==> src/rtl/sci_tx_pkg.sv <==
package sci_tx_pkg;

    localparam int CW        = 16;              // control word width
    localparam int DATA_MAX  = 9;               // widest payload (long frame)
    localparam int FRAME_MAX = DATA_MAX + 2;    // start + payload + stop
    localparam int LEN_W     = $clog2(FRAME_MAX + 1);
    localparam int OVS       = 16;              // ticks per bit

    // Low byte of the control word; upper byte has no function.
    typedef struct packed {
        logic done_ie;     // bit7
        logic empty_ie;    // bit6
        logic frame_long;  // bit5
        logic par_odd;     // bit4
        logic par_en;      // bit3
        logic open_drain;  // bit2
        logic loop_en;     // bit1
        logic tx_en;       // bit0
    } sci_ctrl_t;

    typedef struct packed {
        logic [FRAME_MAX-1:0] bits;  // LSB goes out first
        logic [LEN_W-1:0]     len;
    } sci_frame_t;

    // Assemble the serial image of one word under the given settings.
    function automatic logic [FRAME_MAX-1:0] build_frame(
        input logic [DATA_MAX-1:0] d,
        input sci_ctrl_t           c
    );
        logic [FRAME_MAX-1:0] f;
        logic                 p;
        int                   n;
        n    = c.frame_long ? DATA_MAX : DATA_MAX - 1;
        p    = c.par_odd;
        f    = '1;
        f[0] = 1'b0;
        for (int i = 0; i < DATA_MAX; i++) begin
            if (i < n) begin
                f[i+1] = d[i];
                if (i < n - 1) p = p ^ d[i];
            end
        end
        if (c.par_en) f[n] = p;
        return f;
    endfunction

    function automatic logic [LEN_W-1:0] frame_len(input sci_ctrl_t c);
        return c.frame_long ? LEN_W'(FRAME_MAX) : LEN_W'(FRAME_MAX - 1);
    endfunction

endpackage

==> src/rtl/sci_tx_bitclk.sv <==
module sci_tx_bitclk #(
    parameter int TICKS = 16
) (
    input  logic clk,
    input  logic rst,
    input  logic run,
    input  logic baud_tick,
    output logic bit_end
);
    localparam int CNT_W = (TICKS > 1) ? $clog2(TICKS) : 1;

    logic [CNT_W-1:0] cnt_q;
    logic             last_tick;

    assign last_tick = (cnt_q == CNT_W'(TICKS - 1));
    assign bit_end   = run && baud_tick && last_tick;

    always_ff @(posedge clk) begin
        if (rst || !run) begin
            cnt_q <= '0;
        end else if (baud_tick) begin
            cnt_q <= last_tick ? '0 : cnt_q + 1'b1;
        end
    end

endmodule

==> src/rtl/sci_tx_holding.sv <==
module sci_tx_holding
    import sci_tx_pkg::*;
(
    input  logic                clk,
    input  logic                rst,
    input  logic                wr_en,
    input  logic [DATA_MAX-1:0] wr_data,
    input  logic                take,
    input  logic                frame_done,
    output logic [DATA_MAX-1:0] hold_data,
    output logic                hold_full,
    output logic                tdre,
    output logic                tc
);
    logic tc_q;

    always_ff @(posedge clk) begin
        if (rst) begin
            hold_data <= '0;
            hold_full <= 1'b0;
        end else if (wr_en) begin
            hold_data <= wr_data;
            hold_full <= 1'b1;
        end else if (take) begin
            hold_full <= 1'b0;
        end
    end

    always_ff @(posedge clk) begin
        if (rst) begin
            tc_q <= 1'b1;
        end else if (wr_en) begin
            tc_q <= 1'b0;
        end else if (frame_done && !hold_full) begin
            tc_q <= 1'b1;
        end
    end

    assign tdre = !hold_full;
    assign tc   = tc_q;


    tdre_clr_chk: assert property (@(posedge clk) disable iff (rst)
        wr_en |=> !tdre);


    tdre_set_chk: assert property (@(posedge clk) disable iff (rst)
        (take && !wr_en) |=> tdre);


    tc_set_chk: assert property (@(posedge clk) disable iff (rst)
        (frame_done && !hold_full && !wr_en) |=> tc);


    tc_clr_chk: assert property (@(posedge clk) disable iff (rst)
        wr_en |=> !tc);

endmodule

==> src/rtl/sci_tx_shifter.sv <==
module sci_tx_shifter
    import sci_tx_pkg::*;
(
    input  logic       clk,
    input  logic       rst,
    input  logic       enable,
    input  logic       load,
    input  sci_frame_t frame_in,
    input  logic       bit_end,
    output logic       busy,
    output logic       ser,
    output logic       frame_done
);
    logic [FRAME_MAX-1:0] sreg_q;
    logic [LEN_W-1:0]     left_q;

    assign frame_done = bit_end && (left_q == LEN_W'(1));
    assign ser        = sreg_q[0];

    always_ff @(posedge clk) begin
        if (rst || !enable) begin
            sreg_q <= '1;
            left_q <= '0;
            busy   <= 1'b0;
        end else if (load) begin
            sreg_q <= frame_in.bits;
            left_q <= frame_in.len;
            busy   <= 1'b1;
        end else if (bit_end) begin
            sreg_q <= {1'b1, sreg_q[FRAME_MAX-1:1]};
            left_q <= left_q - 1'b1;
            if (left_q == LEN_W'(1)) busy <= 1'b0;
        end
    end


    start_bit_chk: assert property (@(posedge clk) disable iff (rst)
        (load && enable) |=> (!enable || (busy && !ser)));


    stop_bit_chk: assert property (@(posedge clk) disable iff (rst)
        frame_done |-> ser);


    bit_hold_chk: assert property (@(posedge clk) disable iff (rst)
        (busy && !bit_end && !load) |=> (!enable || $stable(ser)));

endmodule

==> src/rtl/sci_tx_pad.sv <==
module sci_tx_pad (
    input  logic clk,
    input  logic rst,
    input  logic tx_en,
    input  logic open_drain,
    input  logic loop_en,
    input  logic ser,
    input  logic gp_out,
    input  logic rx_pin,
    output logic txd_o,
    output logic txd_oe,
    output logic loop_rx
);
    logic line;

    assign line = tx_en ? ser : gp_out;

    always_comb begin
        if (open_drain) begin
            txd_o  = 1'b0;
            txd_oe = !line;
        end else begin
            txd_o  = line;
            txd_oe = 1'b1;
        end
    end

    assign loop_rx = loop_en ? line : rx_pin;


    od_high_chk: assert property (@(posedge clk) disable iff (rst)
        open_drain |-> !(txd_oe && txd_o));


    loop_follow_chk: assert property (@(posedge clk) disable iff (rst)
        loop_en |-> (loop_rx == (txd_oe ? txd_o : 1'b1)));

endmodule

==> src/rtl/sci_tx_loop.sv <==
module sci_tx_loop
    import sci_tx_pkg::*;
#(
    parameter int TICKS_PER_BIT = OVS
) (
    input  logic                clk,
    input  logic                rst,
    input  logic                ctrl_we,
    input  logic [CW-1:0]       ctrl_wdata,
    input  logic                wr_en,
    input  logic [DATA_MAX-1:0] wr_data,
    input  logic                baud_tick,
    input  logic                gp_out,
    input  logic                rx_pin,
    output logic                txd_o,
    output logic                txd_oe,
    output logic                loop_rx,
    output logic                tdre,
    output logic                tc,
    output logic                tx_irq,
    output logic                tc_irq
);
    sci_ctrl_t           ctrl_q;
    logic [CW-9:0]       ctrl_unused;
    logic [DATA_MAX-1:0] hold_data;
    logic                hold_full;
    logic                busy;
    logic                take;
    logic                bit_end;
    logic                ser;
    logic                frame_done;
    sci_frame_t          frame;

    assign ctrl_unused = ctrl_wdata[CW-1:8];

    always_ff @(posedge clk) begin
        if (rst) begin
            ctrl_q <= '0;
        end else if (ctrl_we) begin
            ctrl_q <= sci_ctrl_t'(ctrl_wdata[7:0]);
        end
    end

    assign take       = hold_full && !busy && ctrl_q.tx_en;
    assign frame.bits = build_frame(hold_data, ctrl_q);
    assign frame.len  = frame_len(ctrl_q);

    sci_tx_holding u_hold (
        .clk        (clk),
        .rst        (rst),
        .wr_en      (wr_en),
        .wr_data    (wr_data),
        .take       (take),
        .frame_done (frame_done),
        .hold_data  (hold_data),
        .hold_full  (hold_full),
        .tdre       (tdre),
        .tc         (tc)
    );

    sci_tx_bitclk #(.TICKS(TICKS_PER_BIT)) u_bitclk (
        .clk       (clk),
        .rst       (rst),
        .run       (busy),
        .baud_tick (baud_tick),
        .bit_end   (bit_end)
    );

    sci_tx_shifter u_shift (
        .clk        (clk),
        .rst        (rst),
        .enable     (ctrl_q.tx_en),
        .load       (take),
        .frame_in   (frame),
        .bit_end    (bit_end),
        .busy       (busy),
        .ser        (ser),
        .frame_done (frame_done)
    );

    sci_tx_pad u_pad (
        .clk        (clk),
        .rst        (rst),
        .tx_en      (ctrl_q.tx_en),
        .open_drain (ctrl_q.open_drain),
        .loop_en    (ctrl_q.loop_en),
        .ser        (ser),
        .gp_out     (gp_out),
        .rx_pin     (rx_pin),
        .txd_o      (txd_o),
        .txd_oe     (txd_oe),
        .loop_rx    (loop_rx)
    );

    assign tx_irq = tdre && ctrl_q.empty_ie;
    assign tc_irq = tc && ctrl_q.done_ie;


    dis_idle_chk: assert property (@(posedge clk) disable iff (rst)
        !ctrl_q.tx_en |=> !busy);


    no_gap_tc_chk: assert property (@(posedge clk) disable iff (rst)
        (frame_done && hold_full) |=> (!tc && take));

endmodule

==> config.mk <==
export PLATFORM = sky130hd
export DESIGN_NAME = sci_tx_loop
export DESIGN_NICKNAME = d
export VERILOG_FILES = /design/src/rtl/sci_tx_pkg.sv /design/src/rtl/sci_tx_bitclk.sv /design/src/rtl/sci_tx_holding.sv /design/src/rtl/sci_tx_shifter.sv /design/src/rtl/sci_tx_pad.sv /design/src/rtl/sci_tx_loop.sv
export SDC_FILE = /design/constraint.sdc
export NUM_CORES = 1
export LEC_CHECK = 0
export BUFFER_PORTS_ARGS = -buffer_cell sky130_fd_sc_hd__buf_2
export CAP_MARGIN = 10
export CELL_PAD_IN_SITES_DETAIL_PLACEMENT = 2
export CELL_PAD_IN_SITES_GLOBAL_PLACEMENT = 2
export CORE_MARGIN = 5
export CORE_UTILIZATION = 28
export CTS_CLUSTER_DIAMETER = 80
export DETAILED_ROUTE_END_ITERATION = 10
export GPL_TIMING_DRIVEN = 0
export PLACE_DENSITY_LB_ADDON = 0.1
export SLEW_MARGIN = 15
export SYNTH_ARGS = -nofsm -noshare
export SYNTH_HDL_FRONTEND = slang
export SYNTH_SLANG_ARGS = --single-unit
export TNS_END_PERCENT = 10
==> constraint.sdc <==
create_clock -name clk -period 1.7 [get_ports clk]
set_input_delay 0.085 -clock clk [delete_from_list [all_inputs] [get_ports clk]]
set_output_delay 0.085 -clock clk [all_outputs]
set_load 0.1 [all_outputs]
==> flow_metrics.env, run 1 <==
export IMPL_crit_path_end_kind="register"
export IMPL_layout_drive_gt1_share_pct=21.4
export IMPL_power_density_nw_per_um2=868
export IMPL_start_kind="register"
export IMPL_multi_input_area_um2=922
export IMPL_fin_util_pct=35.3
export IMPL_ys_warn_count=0
export IMPL_cp_num_buf_inv=0
export IMPL_worstPathRequired_ps=1910
export IMPL_drt_iter0_drc=21
export IMPL_cts_made_buffers=5
export IMPL_clockPowerShare_pct=32.9
export IMPL_wl_per_cell_um=15.2
export IMPL_ctsHoldBuffers=0
export IMPL_syn_nets=231
export IMPL_synth_top_flop_cell="dfxtp_1"
export IMPL_max_freq_mhz=592
export IMPL_slowest_delay_ps=550
export IMPL_drcViolationCount=0
export IMPL_vias=1469
export IMPL_n_antenna_cell=0
export IMPL_crit_fanout=4
export IMPL_p_leak_nw=0.899
export IMPL_fin_cells=309
export IMPL_power_switching_w=0.000511
export IMPL_tightest_slew_ps=707
export IMPL_syn_area_um2=1680
export IMPL_p_int_w=0.00129
export IMPL_initial_core_util_pct=28.6
export IMPL_clkSinkCount=38
export IMPL_drt_pass1_iterations=3
export IMPL_cp_arrival_ps=1900
export IMPL_synth_cell_types=31
export IMPL_fin_crit_ps=1690
export IMPL_synth_cells=196
export IMPL_clockBufferDepth=2
export IMPL_grt_overflow=0
export IMPL_postSynthRegisterBits=38
export IMPL_status="complete, no violations"
export IMPL_clkSlewWorstSetupHoldPaths_ps=70
export IMPL_hold_violations=0
export IMPL_finClkSkew_ps=3.76
export IMPL_grt_pass1_vias=1681
export IMPL_die_x_um=87.6
export IMPL_final_period_utilization_pct=99.4
export IMPL_pin_count=39
export IMPL_cts_htree_levels=2
export IMPL_synth_enable_flop_cells=0
export IMPL_routabilityCongestion=0.727
export IMPL_wl_um=4700
export IMPL_io_buffers=29
export IMPL_finish_net_count=269
export IMPL_final_max_slew_viol_count=0
export IMPL_rsz0062_at_grt="yes"
export IMPL_ir_worst_vdd_mv=0.263
export IMPL_grt_max_degree=11
export IMPL_grt_usage_pct=13.3
export IMPL_clkLatencyLatePin_ps=280
export IMPL_syn_avg_cell_area_um2=8.59
export IMPL_path_class="reg2reg"
export IMPL_switching_share_pct=28.4
export IMPL_row_count=28
export IMPL_hp_class="in2reg"
export IMPL_grt_antenna_before_repair=0
export IMPL_p_comb_share_pct=14.7
export IMPL_dp_cells=300
export IMPL_ant_nets=0
export IMPL_ys_seq_area_share_pct=45.2
export IMPL_relSlewSlack_pct=52.9
export IMPL_synthArstFlopShare_pct=0
export IMPL_dpl_hpwl_um=3590
export IMPL_grt_pass1_wl_um=7960
export IMPL_pwr_share_seq_pct=52.4
export IMPL_nFillCells=706
export IMPL_die_area_um2=7670
export IMPL_core_um2=5890
export IMPL_cts_tree="yes"
export IMPL_area_growth_syn_to_layout_pct=23.3
export IMPL_critPathSlowestCell="or4b_4"
export IMPL_viasPerCell=4.75
export IMPL_dieHeight_um=87.6
export IMPL_maxCapViolCount=0
export IMPL_path_delay_family="simple AND/OR/NAND/NOR gates"
export IMPL_setup_viol=0
export IMPL_final_seq_area_um2=766
export IMPL_cp_cell_sequence="ha_4 > and3_4 > and2b_2 > nor3_2 > or4b_4 > o2111ai_2"
export IMPL_root_buffer="clkbuf_8"
cell type report:
| type | count | area share (%) |
|---|---|---|
| sequential | 38 | 36.9 |
| tap | 75 | 4.52 |
| inverter | 6 | 1.08 |
| multi-input combinational | 144 | 44.4 |
| clock buffer | 7 | 3.68 |
| timing repair buffer | 31 | 7.84 |
| buffer | 8 | 1.57 |
tightest hold or removal path, cell delays in order:
cell	delay (ps)
buf_2	80
mux2i_1	50
nor2_1	70
kinds of logic after synthesis:
kind of cell               after synthesis  synth area share (%)
AOI/OAI and AO/OA                       28                  9.29
muxes                                   20                  11.9
xor gates and xnor gates                11                  5.72
and+or+nand+nor                         82                  22.4
adders and majority gates                3                  2.23
buffers and inverters                   14                  3.27
DFF                                     38                  45.2
final timing paths:
kind | start | cells past startpoint | endpoint | slack (ps)
setup / recovery | u_bitclk.cnt_q[1] | 6 | u_shift.sreg_q[9] | 10
setup reg to reg | u_bitclk.cnt_q[1] | 6 | u_shift.sreg_q[9] | 10
hold reg to reg | ctrl_q[6] | 2 | ctrl_q[6] | 500
hold / removal | wr_data[8] | 3 | u_hold.hold_data[8] | 30
registers in the layout, summed over array words and instances, names as in the netlist:
name and count:
u_hold.hold_data 9, u_shift.busy 1, u_hold.tc 1, u_hold.hold_full 1, u_shift.left_q 4, u_bitclk.cnt_q 4, u_shift.sreg_q 10, ctrl_q 8
power by group through the flow:
stage,clock [W],combinational (W),sequential [W]
6_report,0.000592,0.000265,0.000944
5_1_grt,0.000652,0.000286,0.000950
4_1_cts,0.000622,0.000265,0.000944
3_5_place_dp,0,0.000263,0.000967
3_3_place_gp,0,0.000255,0.000965
2_1_floorplan,0,0.000185,0.000970
layout by cell type, fill, tap and decap left out, drive strengths merged, types with 2 or more instances in the layout:
cell type and count:
dfxtp 38, buf 35, nor2 34, nand2 21
mux2i 20, o21ai 12, a21oi 11, clkbuf 11
xnor2 9, and3 8, inv 6, nand2b 4
nor2b 3, nor3 3, ha 3, or3 2
xor2 2
per-layer routing:
| layer | share of wire (%) | track usage [%] | up-vias |
|---|---|---|---|
| met4 | 1.5 | 3.77 | 0 |
| met1 | 45 | 16.0 | 711 |
| li1 | - | - | 731 |
| met2 | 51 | 23.4 | 20 |
| met5 | 0 | 0 | - |
| met3 | 2.8 | 3.29 | 7 |
synthesized netlist by cell type, types with 4 or more instances:
cell / number / share of area [%]
dfxtp_1: 38 / 45
o21ai_1: 9 / 2.7
a21oi_1: 11 / 3.3
xnor2_1: 9 / 4.7
nand2_1: 21 / 4.7
mux2i_1: 20 / 12
inv_1: 6 / 1.3
nor2_1: 34 / 7.6
clkbuf_1: 5 / 1.1
nand2b_1: 4 / 1.5
and3_1: 8 / 3.0
timing repair:
item                       CTS  global route
hold endpoints to repair     0             0
gates resized for setup      7             8
setup buffers                2             0
setup endpoints to repair   13             6
pin swaps                    0             1
metrics by stage:
stage	cell area, um2	setup TNS (ps)	hold WS, ps	total power, W	setup slack [ps]
detailed placement	1930	-1270	331	0.00123	-237
CTS	2040	-11.5	26.1	0.00183	-11.5
finish	2080	0	34.6	0.00180	10.3
floorplan	1690	-630	232	0.00115	-194
global placement	1930	-695	317	0.00122	-148
global route	2080	-83.1	48.0	0.00189	-34.6
Note: power is estimated with default switching activity, not from simulation.
==> inputs of run 2 (changes only) <==
ABC_AREA = 1   (was not set)
CORE_UTILIZATION = 26   (was 28)
==> run 2 against run 1 <==
Synthesized cell count increased by 23%; combinational power grew 19%; sequential cell count unchanged; global-route usage shrank 0.83 points; critical path depth rose by 3; critical endpoint is now u_hold.tc; clock power about the same; clock-buffer cell count fell by 2.
==> flow_metrics.env, run 2 <==
export IMPL_area_growth_syn_to_layout_pct=23.6
export IMPL_hold_violations=0
export IMPL_yosys_top_cells_count="nand2_1, dfxtp_1, inv_1, o21ai_0, nor2_1"
export IMPL_cts_made_buffers=5
export IMPL_wl_per_cell_um=14.0
export IMPL_root_buffer="clkbuf_8"
export IMPL_synthTopCellsByArea="dfxtp_1, nand2_1, o21ai_0"
export IMPL_fin_total_pwr_w=0.00186
export IMPL_drt_pass1_iterations=4
export IMPL_dp_cells=348
export IMPL_ant_nets=0
export IMPL_grt_max_degree=12
export IMPL_initial_core_util_pct=27.0
export IMPL_relSlewSlack_pct=67.7
export IMPL_layout_cells_most_common="nand2_1"
export IMPL_crit_fanout=4
export IMPL_p_leak_nw=0.965
export IMPL_syn_area_um2=1730
export IMPL_dieHeight_um=91.5
export IMPL_clkLatencyLatePin_ps=280
export IMPL_power_density_nw_per_um2=871
export IMPL_io_buffers=30
export IMPL_maxCapViolCount=0
export IMPL_clkSinkCount=38
export IMPL_grt_usage_pct=12.5
export IMPL_dpl_hpwl_um=3850
export IMPL_grt_overflow=0
export IMPL_final_period_utilization_pct=92.1
export IMPL_synth_top_cell_area_share_pct=44.1
export IMPL_worstPathRequired_ps=1930
export IMPL_dp_slack_ps=32.8
export IMPL_row_count=29
export IMPL_viasPerCell=4.70
export IMPL_status="complete, no violations"
export IMPL_yosysMostFrequentCell="nand2_1"
export IMPL_tightest_slew_ps=488
export IMPL_crit_path_end_kind="register"
export IMPL_fin_util_pct=33.4
export IMPL_die_area_um2=8360
export IMPL_start_kind="register"
export IMPL_cts_htree_levels=2
export IMPL_synth_cells=241
export IMPL_fin_tns_setup_ps=0
export IMPL_synth_cell_types=27
export IMPL_final_max_slew_viol_count=0
export IMPL_fin_ws_ps=134
export IMPL_fin_crit_ps=1570
export IMPL_fin_cells=359
export IMPL_vias=1686
export IMPL_grt_pass1_vias=1832
export IMPL_layout_drive_gt1_share_pct=22.7
export IMPL_rsz0062_at_grt="no"
export IMPL_synth_top_flop_cell="dfxtp_1"
export IMPL_path_class="reg2reg"
export IMPL_drcViolationCount=0
export IMPL_cts_tree="yes"
export IMPL_die_x_um=91.5
export IMPL_syn_avg_cell_area_um2=7.16
export IMPL_regMostFlops="u_shift.sreg_q"
export IMPL_ys_warn_count=0
export IMPL_pin_count=39
export IMPL_core_um2=6390
export IMPL_final_cell_mix="nand2_1, dfxtp_1, inv_1, buf_2, o21ai_0"
export IMPL_grt_antenna_before_repair=0
export IMPL_ir_worst_vdd_mv=0.294
export IMPL_top_regs="u_shift.sreg_q x10, u_hold.hold_data x9, ctrl_q x8"
export IMPL_n_antenna_cell=0
export IMPL_routabilityCongestion=0.703
export IMPL_postSynthRegisterBits=38
export IMPL_synth_enable_flop_cells=0
export IMPL_max_freq_mhz=639
export IMPL_largest_reg_flops=10
export IMPL_drt_iter0_drc=33
export IMPL_ys_seq_area_share_pct=44.1
export IMPL_wl_um=5020
export IMPL_setup_viol=0
export IMPL_cp_arrival_ps=1790
export IMPL_clockBufferDepth=2
export IMPL_finish_net_count=317
export IMPL_clkSlewWorstSetupHoldPaths_ps=80
export IMPL_syn_nets=276
export IMPL_yosysTopAreaCell="dfxtp_1"
export IMPL_grt_pass1_wl_um=8450
export IMPL_synthArstFlopShare_pct=0
export IMPL_finClkSkew_ps=4.67
export IMPL_hp_class="in2reg"
[run 2: path summary, 6_finish.rpt]
kind                            slack [ps]  depth (start not counted)        end         startpoint
worst max register to register         130                          9  u_hold.tc  u_bitclk.cnt_q[0]
worst min-delay path                    20                          3  ctrl_q[1]      ctrl_wdata[1]
worst min register to register         460                          2  ctrl_q[6]          ctrl_q[6]
worst max-delay path                   130                          9  u_hold.tc  u_bitclk.cnt_q[0]
[run 2: repair_timing]
action                     CTS  global route
setup endpoints to repair    2             5
gates resized for setup      3            13
buffers inserted             0             4
hold buffers                 0             0
pin swaps                    0             3
[run 2: cell families (layout without fill, tap and decap cells)]
logic type | count (synthesis) | in the layout | synth area share, %
fa+ha+maj | 3 | 3 | 2.18
compound gates | 55 | 55 | 17.3
simple gates | 101 | 101 | 26.0
flops | 38 | 38 | 44.1
xor+xnor | 1 | 1 | 0.508
buf+inv | 43 | 84 | 10.0
[run 2: critical path, stage by stage, from the launching register on]
cell	delay, ps
dfxtp_4	370
ha_4	130
inv_1	50
nor3_4	250
nand3_4	130
inv_4	80
nand4_1	150
nor2_2	160
o21ai_0	90
nand2_1	70
[run 2: final cells by class]
| cell class | instances | area, um2 |
|---|---|---|
| plain buffers | 7 | 38.8 |
| clock inverters | 2 | 10.0 |
| well taps | 77 | 96.3 |
| multi-input cells | 160 | 822 |
| clock buffers | 5 | 68.8 |
| flip-flops and latches | 38 | 766 |
| fillers | 777 | 4250 |
| inverters | 36 | 138 |
| repair buffers | 34 | 193 |
[run 2: power by group]
group / total (W) / internal, W / switching [W]
clock network: 0.000595 / 0.000276 / 0.000319
logic: 0.000316 / 0.0000897 / 0.000227
registers: 0.000945 / 0.000923 / 0.0000223
[run 2: per-layer routing]
metal	vias up	GRT usage (%)	wire, um
li1	862	-	-
met1	795	15.9	2480
met2	27	20.0	2320
met3	2	3.64	192
met4	0	4.03	36
met5	-	0	0
[run 2: through the flow]
stage / hold WS (ps) / area, um2
2_1_floorplan: 157 / 1730
3_3_place_gp: 307 / 1980
3_5_place_dp: 316 / 1980
4_1_cts: 12.6 / 2060
5_1_grt: 10.5 / 2130
6_report: 20.7 / 2130
==> inputs of run 3 (changes only) <==
SETUP_SLACK_MARGIN = 0.2   (was not set)
==> run 3 against run 2 <==
Cell area grew 3.4%; core utilization grew 1.1 points; total power increased by 9.1%; clock power up 26%; combinational power increased by 5%; register-to-register slack improved by 90 ps; clock-buffer cell count increased by 3; highest routed layer unchanged.
==> flow_metrics.env, run 3 (synthesis results as in run 2) <==
export IMPL_initial_core_util_pct=27.0
export IMPL_io_buffers=30
export IMPL_clkSinkCount=38
export IMPL_final_max_slew_viol_count=0
export IMPL_grt_overflow=0
export IMPL_fin_total_pwr_w=0.00203
export IMPL_root_buffer="clkbuf_8"
export IMPL_cts_tree="yes"
export IMPL_drcViolationCount=0
export IMPL_relSlewSlack_pct=67.5
export IMPL_row_count=29
export IMPL_routabilityCongestion=0.679
export IMPL_die_x_um=91.5
export IMPL_hp_class="in2reg"
export IMPL_grt_busiest_layer="met2"
export IMPL_setup_viol=0
export IMPL_hold_violations=0
export IMPL_top_regs="u_shift.sreg_q x10, u_hold.hold_data x9, ctrl_q x8"
export IMPL_grt_pass1_vias=1857
export IMPL_status="complete, no violations"
export IMPL_ir_worst_vdd_mv=0.362
export IMPL_worstPathRequired_ps=1620
export IMPL_core_um2=6390
export IMPL_grt_max_degree=12
export IMPL_crit_fanout=4
export IMPL_cp_arrival_ps=1410
export IMPL_clkSlewWorstSetupHoldPaths_ps=80
export IMPL_use_met1_pct=15.2
export IMPL_layout_cells_most_common="nand2_1"
export IMPL_tightest_slew_ps=491
export IMPL_fin_tns_setup_ps=0
export IMPL_wl_um=5150
export IMPL_drt_pass1_iterations=4
export IMPL_crit_path_end_kind="primary output"
export IMPL_grt_antenna_before_repair=0
export IMPL_cts_htree_levels=2
export IMPL_area_growth_syn_to_layout_pct=27.8
export IMPL_drt_iter0_drc=26
export IMPL_vias=1699
export IMPL_clockBufferDepth=2
export IMPL_n_antenna_cell=0
export IMPL_rsz0062_at_grt="yes"
export IMPL_maxCapViolCount=0
export IMPL_start_kind="register"
export IMPL_fin_util_pct=34.5
export IMPL_nFillCells=767
export IMPL_pin_count=39
export IMPL_final_period_utilization_pct=88.2
export IMPL_layout_drive_gt1_share_pct=24.5
export IMPL_path_class="reg2out"
export IMPL_clkLatencyLatePin_ps=300
export IMPL_p_leak_nw=1.00
export IMPL_dpl_hpwl_um=3860
export IMPL_wl_per_cell_um=14.2
export IMPL_grt_pass1_wl_um=8560
export IMPL_grt_usage_pct=12.8
export IMPL_die_area_um2=8360
export IMPL_dieHeight_um=91.5
export IMPL_fin_crit_ps=1500
export IMPL_grt_use_met3_pct=3.55
export IMPL_finish_net_count=320
export IMPL_regMostFlops="u_shift.sreg_q"
export IMPL_cts_made_buffers=5
export IMPL_finClkSkew_ps=7.33
export IMPL_largest_reg_flops=10
export IMPL_viasPerCell=4.68
export IMPL_power_density_nw_per_um2=919
export IMPL_final_cell_mix="nand2_1, dfxtp_1, inv_1"
export IMPL_use_met2_pct=22.0
export IMPL_ant_nets=0
export IMPL_max_freq_mhz=667
## run 3: what timing repair did
action,CTS,global route
resized for setup,16,4
endpoints found under the hold margin,1,0
pin swaps,3,0
buffers inserted,6,0
hold buffers,1,0
setup endpoints to repair,9,18
## run 3: power by group
| group | switching (W) | internal (W) | total, W |
|---|---|---|---|
| sequential | 0.0000225 | 0.000925 | 0.000948 |
| combinational | 0.000232 | 0.0000987 | 0.000331 |
| clock | 0.000337 | 0.000410 | 0.000747 |
## run 3: final timing paths
| check | start | end | slack, ps | depth (start not counted) |
|---|---|---|---|---|
| worst max-delay path | ctrl_q[0] | loop_rx | 200 | 5 |
| worst min-delay path | wr_data[5] | u_hold.hold_data[5] | 10 | 3 |
| worst min register to register | ctrl_q[6] | ctrl_q[6] | 470 | 2 |
| worst max register to register | u_bitclk.cnt_q[0] | u_shift.left_q[2] | 220 | 9 |
## run 3: cell type report
| type | instances | area, um2 | share of cell area [%] |
|---|---|---|---|
| tap | 77 | 96.3 | 4.37 |
| timing repair buffer | 37 | 225 | 10.2 |
| buffer | 7 | 38.8 | 1.76 |
| clock buffer | 8 | 110 | 4.99 |
| inverter | 36 | 135 | 6.13 |
| sequential | 38 | 766 | 34.7 |
| multi-input combinational | 160 | 833 | 37.8 |
## run 3: critical path, cell delays in order, from the launching register on
cell	delay, ps
dfxtp_2	320
inv_1	150
or2_4	170
o21ai_4	70
a21oi_2	110
buf_4	290
## run 3: metal layers
metal | vias up | routed length, um
li1 | 866 | -
met1 | 801 | 2400
met2 | 27 | 2460
met3 | 5 | 240
met4 | 0 | 54
met5 | - | 0
## run 3: through the flow
step	instances	cell area [um2]	setup WS [ps]	hold slack, ps
3_5_place_dp	348	1980	77.0	321
4_1_cts	363	2190	180	3.60
5_1_grt	363	2200	70.8	14.4
6_report	363	2200	201	12.2
3_3_place_gp	348	1980	98.4	308
2_1_floorplan	241	1730	23.9	157
